File: config.mk
export PLATFORM = sky130hd
export DESIGN_NAME = adc_pacer
export DESIGN_NICKNAME = d
export VERILOG_FILES = /design/src/rtl/adc_pacer_pkg.sv /design/src/rtl/pacer_divider.sv /design/src/rtl/pacer_fsm.sv /design/src/rtl/adc_pacer.sv
export SDC_FILE = /design/constraint.sdc
export NUM_CORES = 1
export LEC_CHECK = 0
export ABC_AREA = 1
export CAP_MARGIN = 20
export CORE_MARGIN = 2
export CORE_UTILIZATION = 57
export DETAILED_ROUTE_END_ITERATION = 8
export PLACE_DENSITY = 0.8
export SYNTH_ARGS = -nofsm -noshare
export SYNTH_HDL_FRONTEND = slang
export SYNTH_SLANG_ARGS = --single-unit
File: constraint.sdc
create_clock -name clk -period 2.7 [get_ports clk]
set_input_delay 0.675 -clock clk [delete_from_list [all_inputs] [get_ports clk]]
set_output_delay 0.675 -clock clk [all_outputs]
set_load 0.1 [all_outputs]
File: src/rtl/adc_pacer_pkg.sv
package adc_pacer_pkg;

    localparam int SEL_W  = 4;
    localparam int DIV_W  = 20;
    localparam int DATA_W = 8;
    localparam int WORD_W = 9;

    typedef enum logic [1:0] {
        ST_IDLE,
        ST_CONVERT,
        ST_DELIVER
    } pace_state_t;

    // Rate code to reference-clock divisor; undefined codes fall to the slowest rate.
    function automatic logic [DIV_W-1:0] rate_divisor(input logic [SEL_W-1:0] code);
        logic [DIV_W-1:0] d;
        case (code)
            4'd0:    d = DIV_W'(2);
            4'd1:    d = DIV_W'(4);
            4'd2:    d = DIV_W'(5);
            4'd3:    d = DIV_W'(10);
            4'd4:    d = DIV_W'(20);
            4'd5:    d = DIV_W'(40);
            4'd6:    d = DIV_W'(50);
            4'd7:    d = DIV_W'(100);
            4'd8:    d = DIV_W'(1000);
            4'd9:    d = DIV_W'(10000);
            4'd10:   d = DIV_W'(100000);
            default: d = DIV_W'(1000000);
        endcase
        return d;
    endfunction

endpackage

File: src/rtl/pacer_divider.sv
module pacer_divider
    import adc_pacer_pkg::*;
#(
    parameter int SW = SEL_W,
    parameter int CW = DIV_W
) (
    input  logic          clk,
    input  logic          inhibit_n,
    input  logic [SW-1:0] rate_sel,
    output logic          tick
);

    localparam logic [CW-1:0] ONE = CW'(1);

    logic [CW-1:0] cnt_q;
    logic [CW-1:0] div_q;
    logic          wrap;

    assign wrap = (cnt_q == div_q - ONE);
    assign tick = inhibit_n && wrap;

    // Divisor is reloaded only at the wrap, so a new code waits for the boundary.
    always_ff @(posedge clk) begin
        if (!inhibit_n) begin
            cnt_q <= '0;
            div_q <= CW'(rate_divisor(rate_sel));
        end else if (wrap) begin
            cnt_q <= '0;
            div_q <= CW'(rate_divisor(rate_sel));
        end else begin
            cnt_q <= cnt_q + ONE;
        end
    end

    // divisor of at least two keeps ticks apart
    a_r2_tick_gap: assert property (@(posedge clk) disable iff (!inhibit_n)
        tick |=> !tick);

    // divisor only changes at a tick
    a_r9_div_hold: assert property (@(posedge clk) disable iff (!inhibit_n)
        !tick |=> $stable(div_q));

endmodule

File: src/rtl/pacer_fsm.sv
module pacer_fsm
    import adc_pacer_pkg::*;
#(
    parameter int DW = DATA_W,
    parameter int WW = WORD_W
) (
    input  logic          clk,
    input  logic          inhibit_n,
    input  logic          tick,
    input  logic [DW-1:0] adc_data,
    input  logic          fifo_full,
    output logic          adc_cs_n,
    output logic          adc_rd_n,
    output logic [WW-1:0] fifo_wdata,
    output logic          fifo_wr,
    output logic          overrun
);

    localparam int PAD = WW - DW;

    pace_state_t   state_q, state_d;
    logic [DW-1:0] data_q;
    logic          keep_q;
    logic          overrun_q;

    // State register
    always_ff @(posedge clk) begin
        if (!inhibit_n) state_q <= ST_IDLE;
        else            state_q <= state_d;
    end

    // Transitions
    always_comb begin
        state_d = state_q;
        unique case (state_q)
            ST_IDLE:    state_d = tick ? ST_CONVERT : ST_IDLE;
            ST_CONVERT: state_d = ST_DELIVER;
            ST_DELIVER: state_d = tick ? ST_CONVERT : ST_IDLE;
            default:    state_d = ST_IDLE;
        endcase
    end

    // Capture at the edge closing the strobe cycle
    always_ff @(posedge clk) begin
        if (!inhibit_n) begin
            data_q    <= '0;
            keep_q    <= 1'b0;
            overrun_q <= 1'b0;
        end else if (state_q == ST_CONVERT) begin
            data_q <= adc_data;
            keep_q <= !fifo_full;
            if (fifo_full) overrun_q <= 1'b1;
        end
    end

    // Outputs
    always_comb begin
        adc_cs_n   = (state_q != ST_CONVERT);
        adc_rd_n   = (state_q != ST_CONVERT);
        fifo_wr    = (state_q == ST_DELIVER) && keep_q;
        fifo_wdata = {{PAD{1'b0}}, data_q};
        overrun    = overrun_q;
    end

    // write strobe lasts one cycle
    a_r6_single_write: assert property (@(posedge clk) disable iff (!inhibit_n)
        fifo_wr |=> !fifo_wr);

    // every write is preceded by the strobe cycle
    a_r4_strobe_before_write: assert property (@(posedge clk) disable iff (!inhibit_n)
        fifo_wr |-> $past(!adc_cs_n && !adc_rd_n));

    // a full buffer at capture suppresses the write
    a_r7_full_drop: assert property (@(posedge clk) disable iff (!inhibit_n)
        (!adc_cs_n && fifo_full) |=> (!fifo_wr && overrun));

    // overrun is sticky
    a_r8_overrun_sticky: assert property (@(posedge clk) disable iff (!inhibit_n)
        overrun |=> overrun);

endmodule

File: src/rtl/adc_pacer.sv
module adc_pacer
    import adc_pacer_pkg::*;
#(
    parameter int SW = SEL_W,
    parameter int CW = DIV_W,
    parameter int DW = DATA_W,
    parameter int WW = WORD_W
) (
    input  logic          clk,
    input  logic          inhibit_n,
    input  logic [SW-1:0] rate_sel,
    input  logic [DW-1:0] adc_data,
    input  logic          fifo_full,
    output logic          adc_cs_n,
    output logic          adc_rd_n,
    output logic [WW-1:0] fifo_wdata,
    output logic          fifo_wr,
    output logic          overrun
);

    logic tick;

    pacer_divider #(.SW(SW), .CW(CW)) u_div (
        .clk       (clk),
        .inhibit_n (inhibit_n),
        .rate_sel  (rate_sel),
        .tick      (tick)
    );

    pacer_fsm #(.DW(DW), .WW(WW)) u_fsm (
        .clk        (clk),
        .inhibit_n  (inhibit_n),
        .tick       (tick),
        .adc_data   (adc_data),
        .fifo_full  (fifo_full),
        .adc_cs_n   (adc_cs_n),
        .adc_rd_n   (adc_rd_n),
        .fifo_wdata (fifo_wdata),
        .fifo_wr    (fifo_wr),
        .overrun    (overrun)
    );

    // a strobe never starts in the cycle right after another strobe
    a_r4_one_cycle_strobe: assert property (@(posedge clk) disable iff (!inhibit_n)
        !adc_cs_n |=> adc_cs_n);

endmodule

; Word-level counts from Yosys, hierarchy flattened
; Memories as Yosys holds them, arrays and structs flattened.
; Index checks and enable logic that the tools add are counted.
[totals]
ff_bits = 52
latch_bits = 0
ramBits = 0
romBits = 576
inputBits = 15
output_inout_bits = 13
elab_cells = 27
n_memories = 2
[mem_list]
columns = memory, words, word_bits, read_ports, rd_clocked_by_memory_dff, write_ports, line_no
row1 = (name not given), 16, 18, 1, 0, 0, adc_pacer_pkg.sv:17  ; case (code)
row2 = (name not given), 16, 18, 1, 0, 0, adc_pacer_pkg.sv:17
[classes]
n_addsub = 2
mul = 0
n_div = 0
n_lt_le_gt_ge = 0
eq_ne = 5
shifts = 0
mux = 4
bitwise_logic = 1
reduce_logical = 7
[ops]
columns = cell, count
row1 = $mux 20, 2
row2 = $add 20x1->20 const B, 1
row3 = $eq 20x20->1, 1
row4 = $sub 20x1->20 const B, 1
row5 = $ne 2x1->1 const B, 2
row6 = $pmux 2 s2, 1
row7 = $reduce_or 2->1, 2
row8 = $eq 2x1->1 const B, 1
row9 = $eq 2x2->1 const B, 1
row10 = $logic_and 1x1->1, 2
row11 = $logic_not 2->1, 1
row12 = $reduce_and 2->1, 1
row13 = $logic_not 1->1, 1
row14 = $mux 1, 1
row15 = $not 1->1, 1

; Longest topological paths before layout
; Gate-level depths: netlist of run 1.
[logic_depth]
ltp_word = 5
mapped_depth = 16
ltp_nobuf = 15

; Hierarchy
; A second synthesis of run 1 with hierarchy kept.
[hier_totals]
hier_cells = 423
hier_area_um2 = 2916.5
[by_module_without_submodules]
columns = module, instances, cells_each, area_per_inst_um2, seq_area_each_um2
row1 = pacer_divider, 1, 350, 2414.8, 850.8
row2 = pacer_fsm, 1, 73, 501.7, 240.2

; Worst setup path after synthesis of run 1
; No wires, ideal clock.
[synth_path]
kind = flip-flop to output port
from = reg u_fsm.state_q[1]
to = out fifo_wr
t_arrival_ps = 1613
required_time_ps = 2025
slack_ps = 412
path_stages_with_launch = 3
n_path_buf = 0
path_cell_list = dfxtp_1 nand2_1 nor2_1
[synth_via]
elab_chain_cells = 2
[synth_lines]
columns = item, line_no
row1 = "start, declared", pacer_fsm.sv:21  ; pace_state_t state_q, state_d;
row2 = "start signal, assigned", pacer_fsm.sv:29  ; else state_q <= state_d;
row3 = $eq 2x2->1, pacer_fsm.sv:60  ; fifo_wr = (state_q == ST_DELIVER) && keep_q;
row4 = $logic_and 1x1->1, pacer_fsm.sv:60
row5 = "end, declared", adc_pacer.sv:17  ; output logic fifo_wr,
; Every way passes these cells.

; Final worst setup path of run 1
[layout_path]
from = reg u_div.div_q[0]
to = reg u_div.div_q[16] (enable)
[layout_via]
elab_chain_cells = 3
[layout_lines]
columns = item, line_no
row1 = "start, declared", pacer_divider.sv:16  ; logic [CW-1:0] div_q;
row2 = "start signal, assigned", pacer_divider.sv:26  ; div_q <= CW'(rate_divisor(rate_sel));
row3 = "start signal, assigned", pacer_divider.sv:29  ; div_q <= CW'(rate_divisor(rate_sel));
row4 = $sub 20x1->20, pacer_divider.sv:19  ; assign wrap = (cnt_q == div_q - ONE);
row5 = $eq 20x20->1, pacer_divider.sv:19
row6 = $ne 2x1->1 (no line), n/a
; Every way passes these cells.
; A chain may end at the register's enable or synchronous reset.

==> metrics.md, run 1 <==
| Metric | Value |
|---|---|
| TritonCTS buffer count | 5 |
| Initial antenna violation count | 0 |
| Ys async rst share | 0 |
| Final Slew Violations | 0 |
| Drt drc | 0 |
| Routed WL | around 5500 um |
| Clock Skew | about 0.012 ns |
| RSZ-0062 raised after global routing | no |
| DIE AREA | about 0.0053 sq mm |
| RD Place Congestion | approximately 0.90 |
| Max clock buf depth | 2 |
| Worst setup margin | between 0.3 and 0.4 ns |
| Critical path required time | 2.70 ns |
| Synthesized flop and latch total | 47 |
| Syn Std Cell Area | approximately 0.0027 sq mm |
| Met1 Use GR | 0.277 |
| Crit path launch type | register |
| Largest net degree at the start of global routing | 21 |
| Sw power | 0.363 mW |
| Syn. warnings | 0 |
| PwrDens | between 400 and 500 mW/mm^2 |
| Vias/cell | about 5 |
| Detailed-route via count | between 2000 and 2500 |
| EDFF count, synth | 15 |
| Nets | between 400 and 500 |
| Number of post-CTS setup repair buffers | 0 |
| Max cap viols | 0 |
| Final hold viol count | 0 |
| Clk sinks | between 40 and 50 |
| Seq/Total Area, Yosys | 0.405 |
| Synthesized Nets | 400 |
| Fmax | around 0.43 GHz |
| I/O Buffers | 26 |
| Leakage power | about 1.4 nW |
| Die boundary width | slightly above 70 um |
| Clk slew on worst S/H paths | approximately 0.090 ns |
| Area Growth Syn to Fin | 14.8% |
| Clk network pwr share | 0.356 |
| Flop pwr share | 0.529 |
| GRT busiest layer | met2 |
| Num rows | 25 |
| Combinational Power Share | 0.115 |
| Later-pin clock latency in the skew report | approximately 0.31 ns |
| Vert. Die Dim | a little over 70 um |
| CP Class | register to register |
| Place WS | between 0.3 and 0.4 ns |
| Setup TNS | 0 ns |
| Setup violators final | 0 |
| Core area | between 0.004 and 0.005 sq mm |
| Period utilization | 0.868 |
| Ratio of cells with drive above 1 in the final layout | 0.0878 |
| Post-CTS resize count | 0 |
| Reg-to-reg slack, setup | approximately 0.36 ns |
| Synth cell types | 30 |
| Total gr overflow | 0 |
| Maximum VDD drop | approximately 0.36 mV |
| GR Layer Usage met3 | 0.0525 |
| First-pass GRT wire length | approximately 9300 um |
| Crit end category | register |
| Arrival time worst endpoint | approximately 2.3 ns |
| Mean Syn Cell Area | between 7 and 8 sq um |
| Wirelength per Cell | between 10 and 15 um |
| Hold Crit Class | register to register |
| DRT iter0 DRCs | roughly 150 |
| # hold bufs at CTS | 0 |
| Ant. Diodes | 0 |
| Number of global-route vias before repair | 2154 |
| CTS tree | done |
| Detail Placement HPWL | 4380 um |
| Gate Count Post-Synth | 378 |
| Routing usage on met2 | 0.393 |
| Internal Power | 1.10 mW |
| Pre-antenna DRT Iters | 4 |
| Starting Density | 0.582 |
| I/O Pins | 28 |
| Min Tclk post-route | approximately 2.3 ns |
| Total GRT Usage | 0.227 |
| Antenna-violating nets left | 0 |
| Root Driver | clkbuf_8 |
| Run status | complete, no violations |
| Crit Path Max Fanout | 15 |
| Sw Share | 0.249 |
| H-tree depth | 2 |
| Synth Flop Type | dfxtp_1 |
## metrics by stage
step	util	total power, mW	instances	hold WS (ns)	cell area, sq um
finish	0.668	1.46	464	0.481	3090
global route	0.668	1.52	464	0.501	3090
CTS	0.668	1.47	464	0.487	3090
detailed placement	0.644	0.956	456	0.464	2980
global placement	0.644	0.950	456	0.452	2980
floorplan	-	0.898	378	0.474	2690
## worst paths after layout
kind / start / endpoint / cells past startpoint
min: u_fsm.overrun / u_fsm.overrun / 1
max: u_div.div_q[0] / u_div.div_q[16] / 13
min reg2reg: u_fsm.overrun / u_fsm.overrun / 1
max reg2reg: u_div.div_q[0] / u_div.div_q[16] / 13
## layout make-up
type	instances	area (sq um)
fillers	413	1540
clock buffers	5	68.8
multi-input cells	271	1350
well taps	54	67.6
clock inverters	3	45.0
repair buffers	31	268
flip-flops and latches	47	1090
inverters	53	199
## worst max-delay path, cell delays in order, from the launching register on
cell      delay (ns)
edfxtp_1        0.42
inv_1           0.12
ha_1            0.21
nand3_2         0.15
nor2_4          0.22
nand2_1         0.11
nand2_1         0.08
nand2_1         0.05
nor2_1          0.09
nand3_1         0.08
nor2_1          0.10
nand2_1         0.10
nand2_2         0.09
buf_4           0.24
## cell usage after synthesis, types with 3 or more instances
cell type	number	area share
dfxtp_1	32	0.24
edfxtp_1	15	0.17
ha_1	7	0.033
inv_1	52	0.072
nand2_1	86	0.12
nand3_1	21	0.039
nand4_1	7	0.016
nor2_1	83	0.12
nor2_2	3	0.0070
nor3_1	3	0.0056
o21ai_0	17	0.032
xnor2_1	9	0.029
xor2_1	19	0.062
## power groups by stage
stage,logic (mW),clock network (mW),registers [mW]
floorplan,0.116,0,0.782
CTS,0.168,0.528,0.773
global route,0.190,0.556,0.775
detailed placement,0.167,0,0.789
global placement,0.162,0,0.788
finish,0.168,0.519,0.773
## cell usage in the layout, fill, tap and decap left out, drive strengths merged
| cell | n |
|---|---|
| nand3 | 22 |
| buf | 17 |
| conb | 1 |
| nor3 | 4 |
| a21oi | 1 |
| o211ai | 2 |
| nor2 | 88 |
| inv | 55 |
| ha | 7 |
| clkdlybuf4s50 | 14 |
| bufinv | 1 |
| nor4 | 1 |
| o21a | 1 |
| or2 | 1 |
| edfxtp | 15 |
| dfxtp | 32 |
| o21ai | 17 |
| xnor2 | 9 |
| o22ai | 2 |
| o31ai | 1 |
| xor2 | 19 |
| clkbuf | 5 |
| nand4 | 7 |
| nand2 | 88 |
## state kept, by name, indices dropped and copies added, names as in the netlist
signal	cells
u_div.div_q	15
u_div.cnt_q	20
u_fsm.keep_q	1
u_fsm.overrun	1
u_fsm.state_q	2
u_fsm.data_q	8
## kinds of logic (layout without fill, tap and decap cells)
logic type                 count (synthesis)  after routing  share of synthesized area
DFF                                       47             47                      0.405
xor gates and xnor gates                  28             28                     0.0910
adders and majority gates                  7              7                     0.0325
buffers and inverters                     60             92                     0.0924
AOI/OAI and AO/OA                         24             24                     0.0492
other                                      1              1                    0.00139
and+or+nand+nor                          211            211                      0.328
## metal layers
metal  up-vias  wire (um)
li1       1232          -
met1      1026       2500
met2        46       2750
met3         7        198
met4         0         80
met5         -          0
Note: power is estimated with default switching activity, not from simulation.
==> inputs of run 2 (changes only) <==
--- a/config.mk
+++ b/config.mk
@@ -7,7 +7,6 @@
 export LEC_CHECK = 0
 export ABC_AREA = 1
 export CAP_MARGIN = 20
-export CORE_MARGIN = 2
 export CORE_UTILIZATION = 57
 export DETAILED_ROUTE_END_ITERATION = 8
 export PLACE_DENSITY = 0.8
==> run 2 against run 1 <==
  * Combinational power shrank 3%
  * Sequential share of layout area grew 0.33 points
  * Clock skew shrank 0.0033 ns
  * Non-clock buffer count shrank 2
  * Critical endpoint is now u_div.cnt_q[4]
==> metrics.md, run 2 (synthesis results as in run 1) <==
| Metric | Value |
|---|---|
| Crit path launch type | register (unchanged) |
| Internal Power | 1.03 mW (was 1.10 mW) |
| Sw Share | 0.258 (was 0.249) |
| Placed cell areas | 0.00296 sq mm (was 0.00298 sq mm) |
| DRT iter0 DRCs | 107 (was 148) |
| Routed WL | 5510 um (was 5540 um) |
| Final Slew Violations | 0 (unchanged) |
| Total gr overflow | 0 (unchanged) |
| Maximum VDD drop | 0.367 mV (was 0.361 mV) |
| Max clock buf depth | 2 (unchanged) |
| Vias/cell | 5.05 (was 4.98) |
| Drt drc | 0 (unchanged) |
| Area Growth Syn to Fin | 13.7% (was 14.8%) |
| Crit Path Max Fanout | 20 (was 15) |
| Largest registers | u_div.cnt_q x20, u_div.div_q x15, u_fsm.data_q x8 (unchanged) |
| Post-CTS resize count | 0 (unchanged) |
| # hold bufs at CTS | 0 (unchanged) |
| Hold Crit Class | register to register (unchanged) |
| Wirelength per Cell | 12.0 um (was 11.9 um) |
| Die boundary width | 70.7 um (was 72.7 um) |
| Commonest non-fill, non-tap cell in the layout | nand2_1 (unchanged) |
| Sw power | 0.356 mW (was 0.363 mW) |
| Period utilization | 0.919 (was 0.868) |
| Setup violators final | 0 (unchanged) |
| RSZ-0062 raised after global routing | no (unchanged) |
| Worst slew margin | 0.580 |
| Critical path required time | 2.89 ns (was 2.70 ns) |
| RD Place Congestion | 0.909 (was 0.905) |
| Vert. Die Dim | 70.7 um (was 72.7 um) |
| H-tree depth | 2 (unchanged) |
| Ratio of cells with drive above 1 in the final layout | 0.0833 (was 0.0878) |
| Largest net degree at the start of global routing | 21 (unchanged) |
| Total GRT Usage | 0.237 (was 0.227) |
| Fillers | 403 (was 413) |
| Initial antenna violation count | 0 (unchanged) |
| Number of global-route vias before repair | 2156 (was 2154) |
| Clk network pwr share | 0.321 (was 0.356) |
| Number of post-CTS setup repair buffers | 0 (unchanged) |
| Post-route cell area | 0.00306 sq mm (was 0.00309 sq mm) |
| Leakage power | 1.36 nW (was 1.37 nW) |
| Starting Density | 0.606 (was 0.582) |
| Max cap viols | 0 (unchanged) |
| Max reg flops | 20 (unchanged) |
| Clock Skew | 0.00887 ns (was 0.0122 ns) |
| Crit end category | register (unchanged) |
| TritonCTS buffer count | 5 (unchanged) |
| Min Tclk post-route | 2.48 ns (was 2.34 ns) |
| Commonest cells after routing, fill and taps aside | nand2_1 (86), nor2_1 (83), inv_1 (52), dfxtp_1 (32), nand3_1 (21) (unchanged) |
| Clk slew on worst S/H paths | 0.09 ns (about the same) |
| Arrival time worst endpoint | 2.67 ns (was 2.34 ns) |
| DIE AREA | 0.00500 sq mm (was 0.00529 sq mm) |
| Detail Placement HPWL | 4360 um (was 4380 um) |
| Combinational Power Share | 0.118 (was 0.115) |
| Core area | 0.00444 sq mm (was 0.00463 sq mm) |
| Final hold viol count | 0 (unchanged) |
| Root Driver | clkbuf_8 (unchanged) |
| Run status | complete, no violations (unchanged) |
| Final core occ | 0.689 (was 0.668) |
| Setup TNS | 0 ns (unchanged) |
| Pre-antenna DRT Iters | 4 (unchanged) |
| Antenna-violating nets left | 0 (unchanged) |
| CTS tree | done (unchanged) |
| Ant. Diodes | 0 (unchanged) |
| I/O Buffers | 26 (unchanged) |
| Most flops, register | u_div.cnt_q (unchanged) |
| First-pass GRT wire length | 9320 um (was 9300 um) |
| Fmax | 0.403 GHz (was 0.427 GHz) |
| Later-pin clock latency in the skew report | 0.30 ns (was 0.31 ns) |
| Nets | 429 (was 431) |
| Clk sinks | 47 (unchanged) |
| PwrDens | 451 mW/mm^2 (was 472 mW/mm^2) |
| Worst-Margin Slew | ~0.63 ns |
| CP Class | register to register (unchanged) |
| Num rows | 24 (was 25) |
| I/O Pins | 28 (unchanged) |
| Detailed-route via count | 2321 (was 2311) |
| Flop pwr share | 0.561 (was 0.529) |
[run 2: cell count changes in the layout (fill, tap and decap cells not counted)]
cell       before  now
bufinv_16       1    0
nand2_4         0    1
clkinv_4        0    1
buf_4          17   15
inv_6           1    0
clkbuf_8        5    6
nand2_2         2    1
[run 2: layout make-up]
cell class	count	area [sq um]	share of cell area
Sequential cell	47	1090	0.356
Clock inverter	2	15.0	0.00490
Inverter	53	199	0.0649
Clock buffer	6	82.6	0.0269
Timing Repair Buffer	29	253	0.0825
Tap cell	52	65.1	0.0212
Multi-Input combinational cell	271	1360	0.443
[run 2: final timing paths]
check | from | to | slack (ns) | cells after the start
hold / removal | u_fsm.overrun | u_fsm.overrun | 0.49 | 1
hold reg to reg | u_fsm.overrun | u_fsm.overrun | 0.49 | 1
setup reg to reg | u_div.div_q[0] | u_div.cnt_q[4] | 0.22 | 14
setup / recovery | u_div.div_q[0] | u_div.cnt_q[4] | 0.22 | 14
[run 2: routing by layer]
| layer | part of all wire | GRT usage | up-vias |
|---|---|---|---|
| met4 | 0.023 | 0.0822 | 0 |
| met1 | 0.44 | 0.278 | 1024 |
| li1 | - | - | 1225 |
| met3 | 0.050 | 0.0484 | 13 |
| met2 | 0.49 | 0.428 | 59 |
| met5 | 0 | 0 | - |
[run 2: through the flow]
stage          setup slack [ns]  power, mW  std cells  hold WS, ns
2_1_floorplan             0.412      0.898        378        0.474
3_3_place_gp              0.251      0.948        452        0.452
3_5_place_dp              0.131      0.952        452        0.463
4_1_cts                   0.122       1.39        460        0.489
5_1_grt                  0.0144       1.44        460        0.513
6_report                  0.218       1.38        460        0.489
[run 2: critical path, stage by stage, from the launching register on]
cell	delay [ns]
edfxtp_1	0.45
inv_1	0.12
ha_1	0.21
nand3_2	0.15
nor2_4	0.23
nand3_1	0.12
nand3_1	0.09
nand2_1	0.05
nor2_1	0.11
nand2_1	0.06
nor2_1	0.12
nand2_1	0.13
nand2_4	0.20
buf_4	0.28
nor2_1	0.07
[run 2: power groups by stage]
stage                     clock network, mW  registers, mW  logic, mW
after floorplan                           0          0.782      0.116
after detailed placement                  0          0.791      0.161
after CTS                             0.454          0.775      0.162
after global placement                    0          0.790      0.158
after global routing                  0.477          0.778      0.184
final                                 0.444          0.775      0.163
